`src/rtl/sb_pkg.sv`:
```
package sb_pkg;
  localparam int unsigned LANES = 4;

  typedef enum logic [1:0] {
    ST_IDLE   = 2'd0,
    ST_SETTLE = 2'd1,
    ST_DRIVE  = 2'd2,
    ST_RESP   = 2'd3
  } sb_state_e;
endpackage

```
`src/rtl/sb_sync.sv`:
```
module sb_sync #(
  parameter int unsigned W      = 3,
  parameter int unsigned STAGES = 2
) (
  input  logic         clk,
  input  logic         rst,
  input  logic [W-1:0] d,
  output logic [W-1:0] q
);
  logic [W-1:0] chain [STAGES];

  for (genvar s = 0; s < STAGES; s++) begin : g_stage
    always_ff @(posedge clk) begin
      if (rst) chain[s] <= '1;
      else if (s == 0) chain[s] <= d;
      else chain[s] <= chain[(s == 0) ? 0 : s - 1];
    end
  end

  assign q = chain[STAGES-1];
endmodule

```
`src/rtl/sb_width_dec.sv`:
```
module sb_width_dec
  import sb_pkg::*;
(
  input  logic [1:0]       ds_n,
  input  logic             lword_n,
  input  logic             a1,
  output logic             any_strobe,
  output logic             bad,
  output logic [LANES-1:0] be
);
  logic hi, lo;
  assign hi = ~ds_n[1];
  assign lo = ~ds_n[0];
  assign any_strobe = hi | lo;

  always_comb begin
    be  = '0;
    bad = 1'b0;
    if (!lword_n) begin
      if (hi && lo && !a1) be = 4'b1111;
      else bad = 1'b1;
    end else begin
      be = a1 ? {hi, lo, 2'b00} : {2'b00, hi, lo};
    end
  end
endmodule

```
`src/rtl/sb_regfile.sv`:
```
module sb_regfile
  import sb_pkg::*;
#(
  parameter int unsigned DEPTH = 8,
  localparam int unsigned IDX_W = $clog2(DEPTH)
) (
  input  logic             clk,
  input  logic             we,
  input  logic [LANES-1:0] be,
  input  logic [IDX_W-1:0] waddr,
  input  logic [8*LANES-1:0] wdata,
  input  logic             re,
  input  logic [IDX_W-1:0] raddr,
  output logic [8*LANES-1:0] rdata
);
  for (genvar l = 0; l < LANES; l++) begin : g_lane
    logic [7:0] mem [DEPTH];
    logic [7:0] rd_q;
    always_ff @(posedge clk) begin
      if (we && be[l]) mem[waddr] <= wdata[8*l +: 8];
      if (re) rd_q <= mem[raddr];
    end
    assign rdata[8*l +: 8] = rd_q;
  end
endmodule

```
`src/rtl/strobe_slave.sv`:
```
module strobe_slave
  import sb_pkg::*;
#(
  parameter int unsigned ADDR_W = 32,
  parameter int unsigned DEPTH  = 8,
  parameter logic [ADDR_W-1:0] BASE = 32'h00A0_0000,
  parameter int unsigned SYNC_STAGES = 2
) (
  input  logic              clk,
  input  logic              rst,
  input  logic [ADDR_W-1:1] addr_i,
  input  logic              as_n,
  input  logic [1:0]        ds_n,
  input  logic              lword_n,
  input  logic              write_n,
  input  logic [31:0]       data_i,
  output logic [31:0]       data_o,
  output logic              data_oe,
  output logic              dtack_n,
  output logic              berr_n
);
  localparam int unsigned IDX_W  = $clog2(DEPTH);
  localparam int unsigned TAG_LO = IDX_W + 2;

  logic       as_s;
  logic [1:0] ds_s, ds_prev;
  sb_state_e  st;

  sb_sync #(.W(3), .STAGES(SYNC_STAGES)) u_sync (
    .clk(clk), .rst(rst), .d({as_n, ds_n}), .q({as_s, ds_s})
  );

  logic             any_strobe, bad;
  logic [LANES-1:0] be;
  sb_width_dec u_dec (
    .ds_n(ds_s), .lword_n(lword_n), .a1(addr_i[1]),
    .any_strobe(any_strobe), .bad(bad), .be(be)
  );

  logic             hit, go, wr_en, rd_en;
  logic [IDX_W-1:0] idx;
  assign hit   = (addr_i[ADDR_W-1:TAG_LO] == BASE[ADDR_W-1:TAG_LO]);
  assign idx   = addr_i[TAG_LO-1:2];
  assign go    = (st == ST_SETTLE) && hit && !as_s && any_strobe;
  assign wr_en = go && !bad && !write_n;
  assign rd_en = go && !bad && write_n;

  sb_regfile #(.DEPTH(DEPTH)) u_rf (
    .clk(clk), .we(wr_en), .be(be), .waddr(idx), .wdata(data_i),
    .re(rd_en), .raddr(idx), .rdata(data_o)
  );

  always_ff @(posedge clk) begin
    if (rst) begin
      st      <= ST_IDLE;
      ds_prev <= 2'b11;
      dtack_n <= 1'b1;
      berr_n  <= 1'b1;
      data_oe <= 1'b0;
    end else begin
      ds_prev <= ds_s;
      case (st)
        ST_IDLE: begin
          if (!as_s && ds_s != 2'b11 && ds_prev == 2'b11) st <= ST_SETTLE;
        end
        ST_SETTLE: begin
          if (!go) begin
            st <= ST_IDLE;
          end else if (bad) begin
            berr_n <= 1'b0;
            st     <= ST_RESP;
          end else if (!write_n) begin
            dtack_n <= 1'b0;
            st      <= ST_RESP;
          end else begin
            data_oe <= 1'b1;
            st      <= ST_DRIVE;
          end
        end
        ST_DRIVE: begin
          dtack_n <= 1'b0;
          st      <= ST_RESP;
        end
        ST_RESP: begin
          if (ds_s == 2'b11) begin
            dtack_n <= 1'b1;
            berr_n  <= 1'b1;
            data_oe <= 1'b0;
            st      <= ST_IDLE;
          end
        end
        default: st <= ST_IDLE;
      endcase
    end
  end
endmodule

```
`config.mk`:
```
export PLATFORM = sky130hd
export DESIGN_NAME = strobe_slave
export DESIGN_NICKNAME = d
export VERILOG_FILES = /design/src/rtl/sb_pkg.sv /design/src/rtl/sb_sync.sv /design/src/rtl/sb_width_dec.sv /design/src/rtl/sb_regfile.sv /design/src/rtl/strobe_slave.sv
export SDC_FILE = /design/constraint.sdc
export NUM_CORES = 1
export LEC_CHECK = 0
export ABC_AREA = 1
export BUFFER_PORTS_ARGS = -buffer_cell sky130_fd_sc_hd__buf_2
export CAP_MARGIN = 20
export CORE_UTILIZATION = 50
export DETAILED_ROUTE_END_ITERATION = 10
export PLACE_DENSITY_LB_ADDON = 0.25
export SKIP_LAST_GASP = 1
export SLEW_MARGIN = 20
export SYNTH_ARGS = -nofsm -noshare
export SYNTH_HDL_FRONTEND = slang
export SYNTH_SLANG_ARGS = --single-unit
```
`constraint.sdc`:
```
create_clock -name clk -period 3.8 [get_ports clk]
set_clock_uncertainty 0.05 [all_clocks]
set_input_delay 0.38 -clock clk [delete_from_list [all_inputs] [get_ports clk]]
set_output_delay 0.38 -clock clk [all_outputs]
set_load 0.02 [all_outputs]
```
# Word-level counts from Yosys, hierarchy flattened
# Memories as Yosys holds them, arrays and structs flattened. A register that Yosys moved wholly into a read port is not among the register bits.
# Cells that the tools add are included.
[word_totals] ff_bits=7 n_memories=5 elab_cells=91 output_inout_bits=35 mem_bits_rw=262
[op_classes] n_eq_ne=14 bitwise_logic=5 mux=37 n_reduce_logical=25
[memory_table] memory="u_rf.g_lane[0].mem" depth=8 width=8 rd=1 rd_clocked_by_memory_dff=1 write_ports=1 line="sb_regfile.sv:17" source="logic [7:0] mem [DEPTH];"
[memory_table] memory="u_rf.g_lane[1].mem" depth=8 width=8 rd=1 rd_clocked_by_memory_dff=1 write_ports=1 line="sb_regfile.sv:17"
[memory_table] memory="u_rf.g_lane[2].mem" depth=8 width=8 rd=1 rd_clocked_by_memory_dff=1 write_ports=1 line="sb_regfile.sv:17"
[memory_table] memory="u_rf.g_lane[3].mem" depth=8 width=8 rd=1 rd_clocked_by_memory_dff=1 write_ports=1 line="sb_regfile.sv:17"
[memory_table] memory="u_sync.chain" depth=2 width=3 rd=2 rd_clocked_by_memory_dff=0 write_ports=2 line="sb_sync.sv:10" source="logic [W-1:0] chain [STAGES];"
[op_table] cell="== test 27 x 19 -> 1 bit (second input constant)" n=1
[op_table] cell="two-way mux 1 bit" n=25
[op_table] cell="!= test 2 bit (second input constant)" n=8
[op_table] cell="logical AND 1 bit" n=14
[op_table] cell="two-way mux 4 bit" n=3
[op_table] cell="AND reduction 5 bit" n=2
[op_table] cell="== test 2 bit (second input constant)" n=4
[op_table] cell="one-hot mux 2 bit (4 select lines)" n=1
[op_table] cell="two-way mux 2 bit" n=3
[op_table] cell="two-way mux 3 bit" n=2
[op_table] cell="zero test 1 bit" n=4
[op_table] cell="one-hot mux 1 bit (2 select lines)" n=2
[op_table] cell="AND reduction 4 bit" n=1
[op_table] cell="OR 1 bit" n=3
[op_table] cell="one-hot mux 1 bit (3 select lines)" n=1
[op_table] cell="nonzero test 3 bit" n=1
[op_table] cell="== test 2 x 1 -> 1 bit (second input constant)" n=1
[op_table] cell="zero test 2 bit" n=1
[op_table] cell="inverter 1 bit" n=2
[op_table] cell="AND reduction 2 bit" n=1
[op_table] cell="nonzero test 2 bit" n=1

# Longest topological paths before layout
# Gate-level depths: netlist (run 1).
# An unclocked memory read counts as a cell.
[depth] depth_word=12 mapped_depth=10 mapped_depth_nobuf=10

# Modules after synthesis
# From an unflattened synthesis (run 1), not the netlist that was laid out.
[hier_totals] cells_unflattened=1312 area_unflattened_um2=13060.0
[by_module_without_submodules] module="sb_regfile" cells_each=1186 instances=1 area_per_inst_um2=12315.6 seq_area_each_um2=8648.3
[by_module_without_submodules] module="strobe_slave" cells_each=92 instances=1 area_per_inst_um2=499.2 seq_area_each_um2=140.1
[by_module_without_submodules] module="sb_sync" cells_each=19 instances=1 area_per_inst_um2=168.9 seq_area_each_um2=120.1
[by_module_without_submodules] module="sb_width_dec" cells_each=15 instances=1 area_per_inst_um2=76.3 seq_area_each_um2=0.0

# Least setup slack after synthesis (run 1)
# Ideal clock, no wire load.
[synth_timing] path_type="input port to flip-flop" startpoint="in addr_i[8] in the netlist's numbering" endpoint="reg u_rf.g_lane[0].rd_q[0], read port of u_rf.g_lane[0].mem (enable)" slack_ps=356 setup_time_ps=461 arrival_time_ps=2933 stages=5 path_cell_list="nor2_1 nand2_1 nor2_1 nand3b_1 nor3_1"
[synth_between] elab_chain_cells=6
[synth_lines] item="start: declaration" line="strobe_slave.sv:11" source="input logic [ADDR_W-1:1] addr_i,"
[synth_lines] item="== test 27 x 19 -> 1 bit" line="strobe_slave.sv:42" source="assign hit = (addr_i[ADDR_W-1:TAG_LO] == BASE[ADDR_W-1:TAG_LO]);"
[synth_lines] item="logical AND 1 bit (3 in series)" line="strobe_slave.sv:44" source="assign go = (st == ST_SETTLE) && hit && !as_s && any_strobe;"
[synth_lines] item="logical AND 1 bit (2 in series)" line="strobe_slave.sv:46" source="assign rd_en = go && !bad && write_n;"
[synth_lines] item="net rd_en" line="strobe_slave.sv:40" source="logic hit, go, wr_en, rd_en;"
[synth_lines] item="end: declaration" line="sb_regfile.sv:18" source="logic [7:0] rd_q;"
# The timed path passes the listed nets, and every way through them passes these cells.
# A chain may end at the register's enable or synchronous reset.

# Worst setup path after layout (run 1)
[layout_timing] startpoint="reg st[0]" endpoint="mem u_rf.g_lane[2].mem[6][5] (enable)"
[layout_between] elab_chain_cells=9
[layout_lines] item="start: declaration" line="strobe_slave.sv:27" source="sb_state_e st;"
[layout_lines] item="start signal: assignment" line="strobe_slave.sv:55" source="st <= ST_IDLE;"
[layout_lines] item="start signal: assignment" line="strobe_slave.sv:64" source="if (!as_s && ds_s != 2'b11 && ds_prev == 2'b11) st <= ST_SETTLE;"
[layout_lines] item="start signal: assignment" line="strobe_slave.sv:68" source="st <= ST_IDLE;"
[layout_lines] item="== test 2 x 1 -> 1 bit" line="strobe_slave.sv:44"
[layout_lines] item="logical AND 1 bit (3 in series)" line="strobe_slave.sv:44"
[layout_lines] item="logical AND 1 bit (2 in series)" line="strobe_slave.sv:45" source="assign wr_en = go && !bad && !write_n;"
[layout_lines] item="logical AND 1 bit" line="sb_regfile.sv:20" source="if (we && be[l]) mem[waddr] <= wdata[8*l +: 8];"
[layout_lines] item="two-way mux 1 bit" line="sb_regfile.sv:20"
[layout_lines] item="two-way mux 1 bit (not written as such)" line="sb_regfile.sv:20"
[layout_lines] item="end: declaration" line="sb_regfile.sv:17"
# Every way passes these cells.

==> results of run 1 <==
==> power by group through the flow <==
| stage | combinational [W] | sequential, W | clock (W) |
|---|---|---|---|
| after floorplan | 0.000129 | 0.00373 | 0 |
| after global placement | 0.000267 | 0.00372 | 0 |
| after detailed placement | 0.000271 | 0.00372 | 0 |
| after CTS | 0.000275 | 0.00365 | 0.00254 |
| after global routing | 0.000304 | 0.00365 | 0.00265 |
| final | 0.000273 | 0.00365 | 0.00251 |
==> cells in the mapped netlist (all sizes together) <==
cell type / count / area (µm²)
buf: 13 / 65.1
or2: 7 / 43.8
edfxtp: 288 / 8650
clkbuf: 12 / 45.0
nand4: 17 / 106
nand3b: 4 / 30.0
dfxtp: 13 / 260
and3: 4 / 25.0
nor2: 70 / 263
o21ai: 7 / 35.0
inv: 30 / 113
a221oi: 17 / 149
o2111a: 1 / 11.3
a22oi: 26 / 195
nand3: 24 / 125
a21oi: 18 / 90.1
nand2: 192 / 721
o211ai: 1 / 7.51
nor3: 5 / 40.0
a22o: 16 / 140
==> what timing repair did <==
item                       4_1_cts  5_1_grt
gates resized for setup          0        0
setup endpoints to repair        0        0
setup buffers                    0        0
hold endpoints to repair         3        0
hold buffers                     3        0
==> worst paths after layout <==
| check | startpoint | to | slack, ps | depth (start not counted) |
|---|---|---|---|---|
| worst max-delay path | st[0] | u_rf.g_lane[2].mem[6][5] | 1040 | 6 |
| worst min-delay path | rst | st[0] | 50 | 2 |
| worst max register to register | st[0] | u_rf.g_lane[2].mem[6][5] | 1040 | 6 |
| worst min register to register | u_sync.chain[0][2] | u_sync.chain[1][2] | 360 | 1 |
==> final cells by class <==
cell class | instances | area share [%]
sequential | 301 | 69.1
multi-input combinational | 409 | 15.6
clock buffer | 38 | 5.89
timing repair buffer | 126 | 5.38
tap | 280 | 2.72
inverter | 30 | 0.874
clock inverter | 13 | 0.398
antenna | 3 | 0.0582
==> sequential cells by signal, indices dropped and copies added (netlist names), named ones only <==
name / flops
dtack_n: 1
st: 1
ds_prev: 2
u_sync.chain: 6
u_rf.g_lane.rd_q: 32
berr_n: 1
data_oe: 1
u_rf.g_lane.mem: 256
==> metrics by stage <==
step | instances | hold WS [ps]
floorplan | 765 | 339
global placement | 1143 | 341
detailed placement | 1143 | 345
CTS | 1197 | 38.7
global route | 1197 | 68.8
finish | 1200 | 48.4
==> layer usage <==
| layer | share of wire (%) | track usage [%] | vias to the layer above |
|---|---|---|---|
| li1 | - | - | 3078 |
| met2 | 49 | 36.6 | 248 |
| met4 | 1.9 | 5.80 | 0 |
| met5 | 0 | 0 | - |
| met3 | 7.0 | 3.64 | 36 |
| met1 | 42 | 29.5 | 3215 |
==> critical path, delay by kind of cell (launching register included) <==
kind,cells,cell delay [ps]
flip-flops,1,430
AND/OR/NAND/NOR,6,1890
==> cells by family (layout without fill, tap and decap cells) <==
| logic type | count (synthesis) | after routing |
|---|---|---|
| other cells | 0 | 3 |
| simple gates | 323 | 323 |
| buf+inv | 55 | 207 |
| compound gates | 86 | 86 |
| flops | 301 | 301 |
==> results by group, run 1 <==
Status
  • Result of the run: finished, final reports clean

Final layout
  • Fraction of layout instances using a drive strength above 1: 18.9%
  • Cell area after layout: 12900 µm²
  • Area of the multi-input gates: 2010 µm²
  • Highest-count cells in the layout ignoring fill and taps: sky130_fd_sc_hd__edfxtp_1, sky130_fd_sc_hd__nand2_1, sky130_fd_sc_hd__buf_2, sky130_fd_sc_hd__nor2_1, sky130_fd_sc_hd__clkbuf_16
  • Number of fillers in the final layout: 1713
  • Net count of the finished layout: 967
  • Area growth syn-to-layout: 16.0%
  • Most common cell after layout, fill and taps aside: sky130_fd_sc_hd__edfxtp_1
  • Storage element area: 8910 µm²
  • Final standard cell utilization of the core: 59.1%

Synthesis
  • Cell count after synthesis: 765
  • Compound-cell area share of the yosys netlist: 5.65%
  • Dominant combinational cell family by area after synthesis: simple AND/OR/NAND/NOR gates
  • Warnings from Yosys: 0
  • Average footprint of a synthesized cell: 14.5 µm²
  • Proportion of synthesized chip area in sequential cells: 80.2%
  • Yosys reg bits: 301
  • Synth Area in Adders: 0%
  • Combined area of all synthesized cells: 11100 µm²
  • Mux contribution to synthesized area: 0%
  • Simple-Gate Fraction of Synth Area: 12.2%
  • Post-Synthesis Net Count: 835
  • Post-synthesis share of cell area spent on xor and xnor gates: 0%
  • Count of distinct cell types in the synthesized netlist: 23

Floorplanning
  • I/O pins: 105
  • Die W: 151 µm
  • Full die area: 22800 µm²
  • Core region area: 21800 µm²
  • Die Span Y: 151 µm
  • Num rows: 54
  • Effective utilization at floorplan: 50.9%

Clocking
  • Clk sink count: 301
  • Clock-pin slew reported for the worst setup and hold paths after clock tree synthesis: 60 ps
  • Clock insertion delay at the later pin of the skew report: 530 ps
  • Maximum root-to-sink buffer count: 3
  • Clock tree from TritonCTS: yes
  • Number of clock buffers inserted by TritonCTS: 29
  • Clock tree root buffer cell: sky130_fd_sc_hd__clkbuf_16
  • H-tree Lvls: 1

Timing
  • Setup violators final: 0
  • Unrepaired setup endpoints after global routing: no
  • Remaining max-slew budget at the tightest pin: 42.4%
  • Achievable Freq: 362 MHz
  • Number of failing hold endpoints at the final stage: 0
  • Total negative slack for setup checks: 0 ps
  • Final Max Slew Viols: 0
  • Worst slew pin tran: 861 ps
  • Period Utilization, post-route: 72.6%
  • Tmin final: 2760 ps
  • Post-route setup slack: 1040 ps

Global routing
  • First-pass GRT wire length: 36400 µm
  • Number of antenna violations at the first check in global routing: 1
  • Overflow left after global routing: 0
  • Total track usage: 21.8%
  • Maximum number of pins on one net before global-route repair: 33
  • Vias in the first global route: 6364

Place
  • Half-perimeter wire length after placement: 14600 µm
  • Count of input and output buffers: 104
  • Placement-stage worst setup slack: 1010 ps
  • Placed Instance Area: 12000 µm²
  • Final weighted congestion in routability-driven placement: 0.789

Setup path
  • Type of element capturing the critical path: flop
  • Required time of the worst setup path: 3900 ps
  • Sort of element at the start of the critical path: flop
  • Critical path's slowest cell: sky130_fd_sc_hd__nor2_1
  • Biggest fanout along the worst timing path: 8
  • CP Cell Sequence: nand2_1 > nor2_1 > nand3b_1 > nor2_1 > nand3_1 > nor2_1
  • Endpoint arrival time on the critical path: 2860 ps
  • Most prevalent standard cell on the critical path: sky130_fd_sc_hd__nor2_1
  • Slowest cell delay on critical path: 730 ps
  • Crit Path Class: flop to flop

Flow run
  • Maxcap violations: 0

Drt
  • Iteration-0 DRC count of the detailed router: 501
  • Vias: 6577
  • Via density per instance: 5.48
  • Detailed-router iteration count before antenna repair: 5
  • Detailed-route DRC error count: 0
  • Avg WL per Cell: 20.1 µm
  • Detailed-route wire length: 24200 µm
  • Number of nets with antenna violations after routing: 0

Pwr
  • Switch Pwr: 0.00131 W
  • Comb power frac: 4.2%
  • Switching part of the total power: 20.4%
  • Internal Power: 0.00513 W
  • Highest ir drop seen on vdd: 283 µV
  • Leakage dissipation: 4.56 nW
  • Power after layout: 0.00644 W
  • Power density normalized to cell area: 499 nW/µm²
  • Share of total power in the clock network: 39.0%
  • Share of power burned in registers: 56.8%

Min path
  • Worst hold-check path type: primary input to flop
(Power assumes the default switching activity.)
==> run 2: changes to the inputs <==
==> constraint.sdc (replaced) <==
create_clock -name clk -period 2.4 [get_ports clk]
set_clock_uncertainty 0.05 [all_clocks]
set_input_delay 0.24 -clock clk [delete_from_list [all_inputs] [get_ports clk]]
set_output_delay 0.24 -clock clk [all_outputs]
set_load 0.02 [all_outputs]
==> run 2 against run 1 <==
  * Hold slack better by 25 ps
  * Global-route usage grew 0.26 points
  * Sequential cell count unchanged
  * Power increased by 67%
  * Clock power rose by 78%
  * Sequential share of layout area decreased by 4.3 points
  * Critical path depth is 1 higher
  * Cell count grew 6.3%
  * First-iteration DRC count up 14%
  * Critical path type unchanged
  * Highest routed layer unchanged
  * Utilization rose by 3.9 points
  * Sequential power grew 58%
==> results by group, run 2 (synthesis results as in run 1) <==
Setup path
  • Biggest fanout along the worst timing path: 8
  • Sort of element at the start of the critical path: flop
  • Type of element capturing the critical path: flop
  • Crit Path Class: flop to flop
  • Required time of the worst setup path: 2580 ps
  • Endpoint arrival time on the critical path: 2400 ps

Status
  • Result of the run: finished, final reports clean

Clocking
  • Clk sink count: 301
  • Clock tree root buffer cell: sky130_fd_sc_hd__clkbuf_16
  • Clock-pin slew reported for the worst setup and hold paths after clock tree synthesis: 60 ps
  • Clock insertion delay at the later pin of the skew report: 540 ps
  • H-tree Lvls: 1
  • Clock tree from TritonCTS: yes
  • Maximum root-to-sink buffer count: 3
  • Number of clock buffers inserted by TritonCTS: 29

Floorplanning
  • Full die area: 22800 µm²
  • Die Span Y: 151 µm
  • Core region area: 21800 µm²
  • Die W: 151 µm
  • Effective utilization at floorplan: 50.9%
  • Num rows: 54
  • I/O pins: 105

Global routing
  • First-pass GRT wire length: 36900 µm
  • Number of antenna violations at the first check in global routing: 0
  • Maximum number of pins on one net before global-route repair: 33
  • Overflow left after global routing: 0
  • Vias in the first global route: 6698
  • Total track usage: 22.0%

Timing
  • Final Max Slew Viols: 0
  • Remaining max-slew budget at the tightest pin: 53.2%
  • Unrepaired setup endpoints after global routing: no
  • Total negative slack for setup checks: 0 ps
  • Setup violators final: 0
  • Achievable Freq: 452 MHz
  • Period Utilization, post-route: 92.2%
  • Tmin final: 2210 ps
  • Number of failing hold endpoints at the final stage: 0
  • Worst slew pin tran: 701 ps

Drt
  • Via density per instance: 5.33
  • Iteration-0 DRC count of the detailed router: 573
  • Detailed-route DRC error count: 0
  • Detailed-router iteration count before antenna repair: 4
  • Number of nets with antenna violations after routing: 0
  • Vias: 6801
  • Avg WL per Cell: 19.1 µm
  • Detailed-route wire length: 24300 µm

Final layout
  • Largest register by flop count: u_rf.g_lane.mem
  • Fraction of layout instances using a drive strength above 1: 22.8%
  • Antenna fix cells: 0
  • Most common cell after layout, fill and taps aside: sky130_fd_sc_hd__edfxtp_1
  • Area growth syn-to-layout: 23.6%
  • Number of flip-flops under the largest register name: 256
  • Largest registers ranked by flip-flop count: u_rf.g_lane.mem (256), u_rf.g_lane.rd_q (32), u_sync.chain (6)
  • Net count of the finished layout: 1044
  • Highest-count cells in the layout ignoring fill and taps: sky130_fd_sc_hd__edfxtp_1, sky130_fd_sc_hd__nand2_1, sky130_fd_sc_hd__buf_2, sky130_fd_sc_hd__nor2_1, sky130_fd_sc_hd__buf_4

Pwr
  • Power after layout: 0.0108 W
  • Power density normalized to cell area: 783 nW/µm²
  • Highest ir drop seen on vdd: 540 µV
  • Leakage dissipation: 5.01 nW

Min path
  • Worst hold-check path type: primary input to flop

Place
  • Final weighted congestion in routability-driven placement: 0.800
  • Count of input and output buffers: 104
  • Half-perimeter wire length after placement: 15200 µm

Flow run
  • Maxcap violations: 0
==> run 2: cell count changes in the layout (fill, tap and decap cells not counted), sizes merged <==
cell / delta
buf: +41
dlygate4sd3: +36
bufinv: +4
clkbuf: -4
diode: -3
clkinvlp: +2
clkinv: -1
==> run 2: worst max-delay path: stages (launching register included) <==
cell,delay (ps)
sky130_fd_sc_hd__dfxtp_1,400
sky130_fd_sc_hd__nand2_1,110
sky130_fd_sc_hd__nor2_1,140
sky130_fd_sc_hd__nand3b_1,180
sky130_fd_sc_hd__nor2_1,300
sky130_fd_sc_hd__nand3_1,330
sky130_fd_sc_hd__nor2_1,190
sky130_fd_sc_hd__buf_4,220
==> run 2: report_power, final <==
group	total, W	internal, W	switching, W	leakage, nW
clock network	0.00447	0.00264	0.00184	0.458
logic	0.000501	0.000201	0.000300	1.85
registers	0.00578	0.00577	0.0000106	2.70
total	0.0108	0.00861	0.00215	5.01
==> run 2: final timing paths <==
kind | start | end | slack [ps] | depth (start not counted)
setup / recovery | st[0] | u_rf.g_lane[0].mem[6][4] | 190 | 7
hold / removal | addr_i[23] | flop | 70 | 5
setup reg to reg | st[0] | u_rf.g_lane[0].mem[6][4] | 190 | 7
hold reg to reg | u_sync.chain[0][1] | u_sync.chain[1][1] | 350 | 1
==> run 2: stage by stage <==
| stage | worst slack [ps] | utilization, % | instances | hold WS, ps | area (µm²) |
|---|---|---|---|---|---|
| after floorplan | 404 | - | 765 | 259 | 11100 |
| after global placement | 275 | 56.8 | 1183 | 343 | 12400 |
| after detailed placement | 199 | 56.8 | 1183 | 344 | 12400 |
| after CTS | 166 | 62.9 | 1274 | 53.5 | 13700 |
| after global routing | 17.9 | 62.9 | 1275 | 82.6 | 13700 |
| final | 186 | 62.9 | 1275 | 73.1 | 13700 |
==> run 2: final cells by class <==
class	instances	area, µm²
Fill cell	1626	8090
Sequential cell	301	8910
Inverter	30	113
Multi-Input combinational cell	409	2020
Clock buffer	34	744
Tap cell	280	350
Clock inverter	18	190
Timing Repair Buffer	203	1410
==> run 2: repair_timing <==
| item | in CTS | in global routing |
|---|---|---|
| hold endpoints to repair | 265 | 0 |
| setup buffers | 0 | 1 |
| gates resized for setup | 0 | 1 |
| hold buffers | 39 | 0 |
| setup endpoints to repair | 0 | 32 |
==> run 2: per-layer routing <==
layer / track usage, % / vias to the layer above / wire (µm)
li1: - / 3228 / -
met1: 30.2 / 3285 / 10200
met2: 37.0 / 251 / 12100
met3: 3.19 / 37 / 1580
met4: 6.05 / 0 / 486
met5: 0 / - / 0
==> run 3: changes to the inputs <==
--- a/config.mk
+++ b/config.mk
@@ -15,4 +15,5 @@
 export SLEW_MARGIN = 20
 export SYNTH_ARGS = -nofsm -noshare
 export SYNTH_HDL_FRONTEND = slang
+export SYNTH_HIERARCHICAL = 1
 export SYNTH_SLANG_ARGS = --single-unit
==> run 3 against run 2 <==
  * Area after synthesis increased by 18%
  * Hold slack got worse by 66 ps
  * Critical endpoint is now u_rf/g_lane[1].mem[2][6]
  * Cell area grew 12%
  * Global-route usage increased by 0.77 points
  * Non-clock buffer count fell by 19
  * Highest routed layer unchanged
  * Die area is 17% higher
==> results by group, run 3 <==
Floorplanning
  • Full die area: 26800 µm²
  • Die W: 164 µm
  • Num rows: 58
  • Die Span Y: 164 µm
  • I/O pins: 105
  • Core region area: 25400 µm²
  • Effective utilization at floorplan: 51.4%

Place
  • Final weighted congestion in routability-driven placement: 0.830
  • Count of input and output buffers: 104
  • Placement-stage worst setup slack: 256 ps
  • Placed Cells: 1747
  • Half-perimeter wire length after placement: 19200 µm

Final layout
  • Storage element area: 8910 µm²
  • Largest register by flop count: u_rf/g_lane.mem
  • Number of flip-flops under the largest register name: 256
  • Area of the multi-input gates: 2730 µm²
  • Largest registers ranked by flip-flop count: u_rf/g_lane.mem (256), u_rf/g_lane.rd_q (32), u_sync/chain (6)
  • Number of fillers in the final layout: 2154
  • Highest-count cells in the layout ignoring fill and taps: sky130_fd_sc_hd__nand2_1, sky130_fd_sc_hd__inv_1, sky130_fd_sc_hd__edfxtp_1, sky130_fd_sc_hd__nand3_1, sky130_fd_sc_hd__buf_2
  • Most common cell after layout, fill and taps aside: sky130_fd_sc_hd__nand2_1
  • Area growth syn-to-layout: 17.3%
  • Net count of the finished layout: 1550
  • Fraction of layout instances using a drive strength above 1: 13.2%
  • Final standard cell count with taps included and fillers excluded: 1832

Status
  • Result of the run: finished, final reports clean

Synthesis
  • Cell accounting for the most synthesized area: sky130_fd_sc_hd__edfxtp_1
  • Share of async-settable or async-resettable flops after synthesis: 0%
  • Warnings from Yosys: 6
  • Count of distinct cell types in the synthesized netlist: 26
  • Yosys reg bits: 301
  • Post-synth EDFFs: 288
  • Most frequent cells after synthesis: sky130_fd_sc_hd__nand2_1, sky130_fd_sc_hd__inv_1, sky130_fd_sc_hd__edfxtp_1, sky130_fd_sc_hd__nand3_1, sky130_fd_sc_hd__nor2_1
  • Combined area of all synthesized cells: 13100 µm²
  • Share of the synthesized area in the top cell type: 66.2%
  • Most frequently used flop master after synthesis: sky130_fd_sc_hd__edfxtp_1
  • Cell count after synthesis: 1312
  • Average footprint of a synthesized cell: 9.95 µm²
  • Most common cell in the synthesized netlist: sky130_fd_sc_hd__nand2_1
  • Cells taking the most area after synthesis: sky130_fd_sc_hd__edfxtp_1, sky130_fd_sc_hd__nand2_1, sky130_fd_sc_hd__inv_1
  • Post-Synthesis Net Count: 1382
  • Proportion of synthesized chip area in sequential cells: 68.2%

Clocking
  • Post-cts repair resize count: 0
  • H-tree Lvls: 1
  • Maximum root-to-sink buffer count: 3
  • Clock tree root buffer cell: sky130_fd_sc_hd__clkbuf_16
  • Number of clock buffers inserted by TritonCTS: 30
  • Clock insertion delay at the later pin of the skew report: 550 ps
  • Clock-pin slew reported for the worst setup and hold paths after clock tree synthesis: 60 ps
  • Clock tree from TritonCTS: yes
  • Number of setup buffers added after CTS: 0
  • Clk sink count: 301

Global routing
  • Overflow left after global routing: 0
  • Total track usage: 22.8%
  • Number of antenna violations at the first check in global routing: 2
  • First-pass GRT wire length: 45700 µm
  • Vias in the first global route: 8643
  • Maximum number of pins on one net before global-route repair: 93

Min path
  • Worst Min Path Start: data_i[6]
  • Worst hold-check path type: primary input to flop

Flow run
  • Maxcap violations: 0

Timing
  • Worst slew pin tran: 987 ps
  • Post-route setup slack: 244 ps
  • Achievable Freq: 464 MHz
  • Setup violators final: 0
  • Final Max Slew Viols: 0
  • Remaining max-slew budget at the tightest pin: 34.2%
  • Tmin final: 2160 ps
  • Number of failing hold endpoints at the final stage: 0
  • Period Utilization, post-route: 89.8%
  • Total negative slack for setup checks: 0 ps
  • Unrepaired setup endpoints after global routing: no

Setup path
  • Required time of the worst setup path: 2600 ps
  • Sort of element at the start of the critical path: flop
  • Origin of the critical flop-to-flop path: u_sync/chain[1][1]
  • Timing startpoint of the critical path: u_sync/chain[1][1]
  • Biggest fanout along the worst timing path: 8
  • Crit Path Class: flop to flop
  • Endpoint arrival time on the critical path: 2360 ps
  • Flop2flop setup slack: 240 ps
  • Type of element capturing the critical path: flop

Drt
  • Number of nets with antenna violations after routing: 0
  • Detailed-router iteration count before antenna repair: 5
  • Iteration-0 DRC count of the detailed router: 609
  • Detailed-route wire length: 29400 µm
  • Vias: 8810
  • Avg WL per Cell: 16.0 µm
  • Via density per instance: 4.81
  • Detailed-route DRC error count: 0

Pwr
  • Power density normalized to cell area: 693 nW/µm²
  • Leakage dissipation: 7.06 nW
  • Highest ir drop seen on vdd: 473 µV
## run 3: cell count changes after synthesis, sizes merged, moves of 15 or more
cell,change
nand3,+117
nand4,-16
buf,+28
a221oi,-17
a22oi,-26
nor2,-21
a21oi,-15
a22o,-16
nand2,+267
inv,+269
## run 3: routing by layer
| metal | global-route usage, % | vias up | wire length [µm] |
|---|---|---|---|
| met5 | 0 | - | 0 |
| met4 | 7.91 | 0 | 806 |
| met3 | 3.73 | 56 | 2010 |
| met2 | 38.6 | 297 | 14100 |
| met1 | 29.8 | 4052 | 12400 |
| li1 | - | 4405 | - |
## run 3: metrics by stage
step	instance area (µm²)	hold WS (ps)	utilization, %	total power [W]
after floorplan	13100	259	-	0.00620
after global placement	14100	341	55.6	0.00643
after detailed placement	14100	344	55.6	0.00644
after CTS	15300	0.768	60.2	0.0107
after global routing	15300	1.71	60.3	0.0109
final	15300	7.05	60.3	0.0106
## run 3: worst paths after layout
kind                              end  cells after the start
max          u_rf/g_lane[1].mem[2][6]                     11
min          u_rf/g_lane[0].mem[3][6]                      1
max reg2reg  u_rf/g_lane[1].mem[2][6]                     11
min reg2reg        u_sync/chain[1][1]                      2
## run 3: what timing repair did
item,CTS,global route
endpoints found under the hold margin,151,11
hold buffers,28,3
setup endpoints to repair,0,0
## run 3: final cells by class
| class | instances | area share [%] |
|---|---|---|
| sequential | 301 | 58.1 |
| multi-input combinational | 664 | 17.8 |
| timing repair buffer | 184 | 8.17 |
| inverter | 299 | 7.34 |
| clock buffer | 42 | 5.33 |
| tap | 330 | 2.69 |
| clock inverter | 9 | 0.425 |
| antenna | 3 | 0.0490 |
## run 3: cells by family after synthesis
logic type      count (synthesis)  synth area share, %
compound gates                  7                0.307
buf+inv                       347                 10.9
simple gates                  657                 20.5
flops                         301                 68.2
## run 3: where the power goes
part,total (W),switching [W],internal [W]
combinational,0.000605,0.000411,0.000194
sequential,0.00576,0.00000351,0.00576
clock,0.00425,0.00181,0.00245
total,0.0106,0.00222,0.00840
## run 3: critical path, stage by stage, from the launching register on
cell and delay, ps:
sky130_fd_sc_hd__dfxtp_1 360, sky130_fd_sc_hd__nand2_1 90, sky130_fd_sc_hd__nor3b_1 180, sky130_fd_sc_hd__nand2_1 70, sky130_fd_sc_hd__nor2_1 160, sky130_fd_sc_hd__nand2_2 130, sky130_fd_sc_hd__nor2_1 120, sky130_fd_sc_hd__buf_4 150
sky130_fd_sc_hd__nand2_1 60, sky130_fd_sc_hd__buf_4 170, sky130_fd_sc_hd__nor2_1 130, sky130_fd_sc_hd__buf_4 200
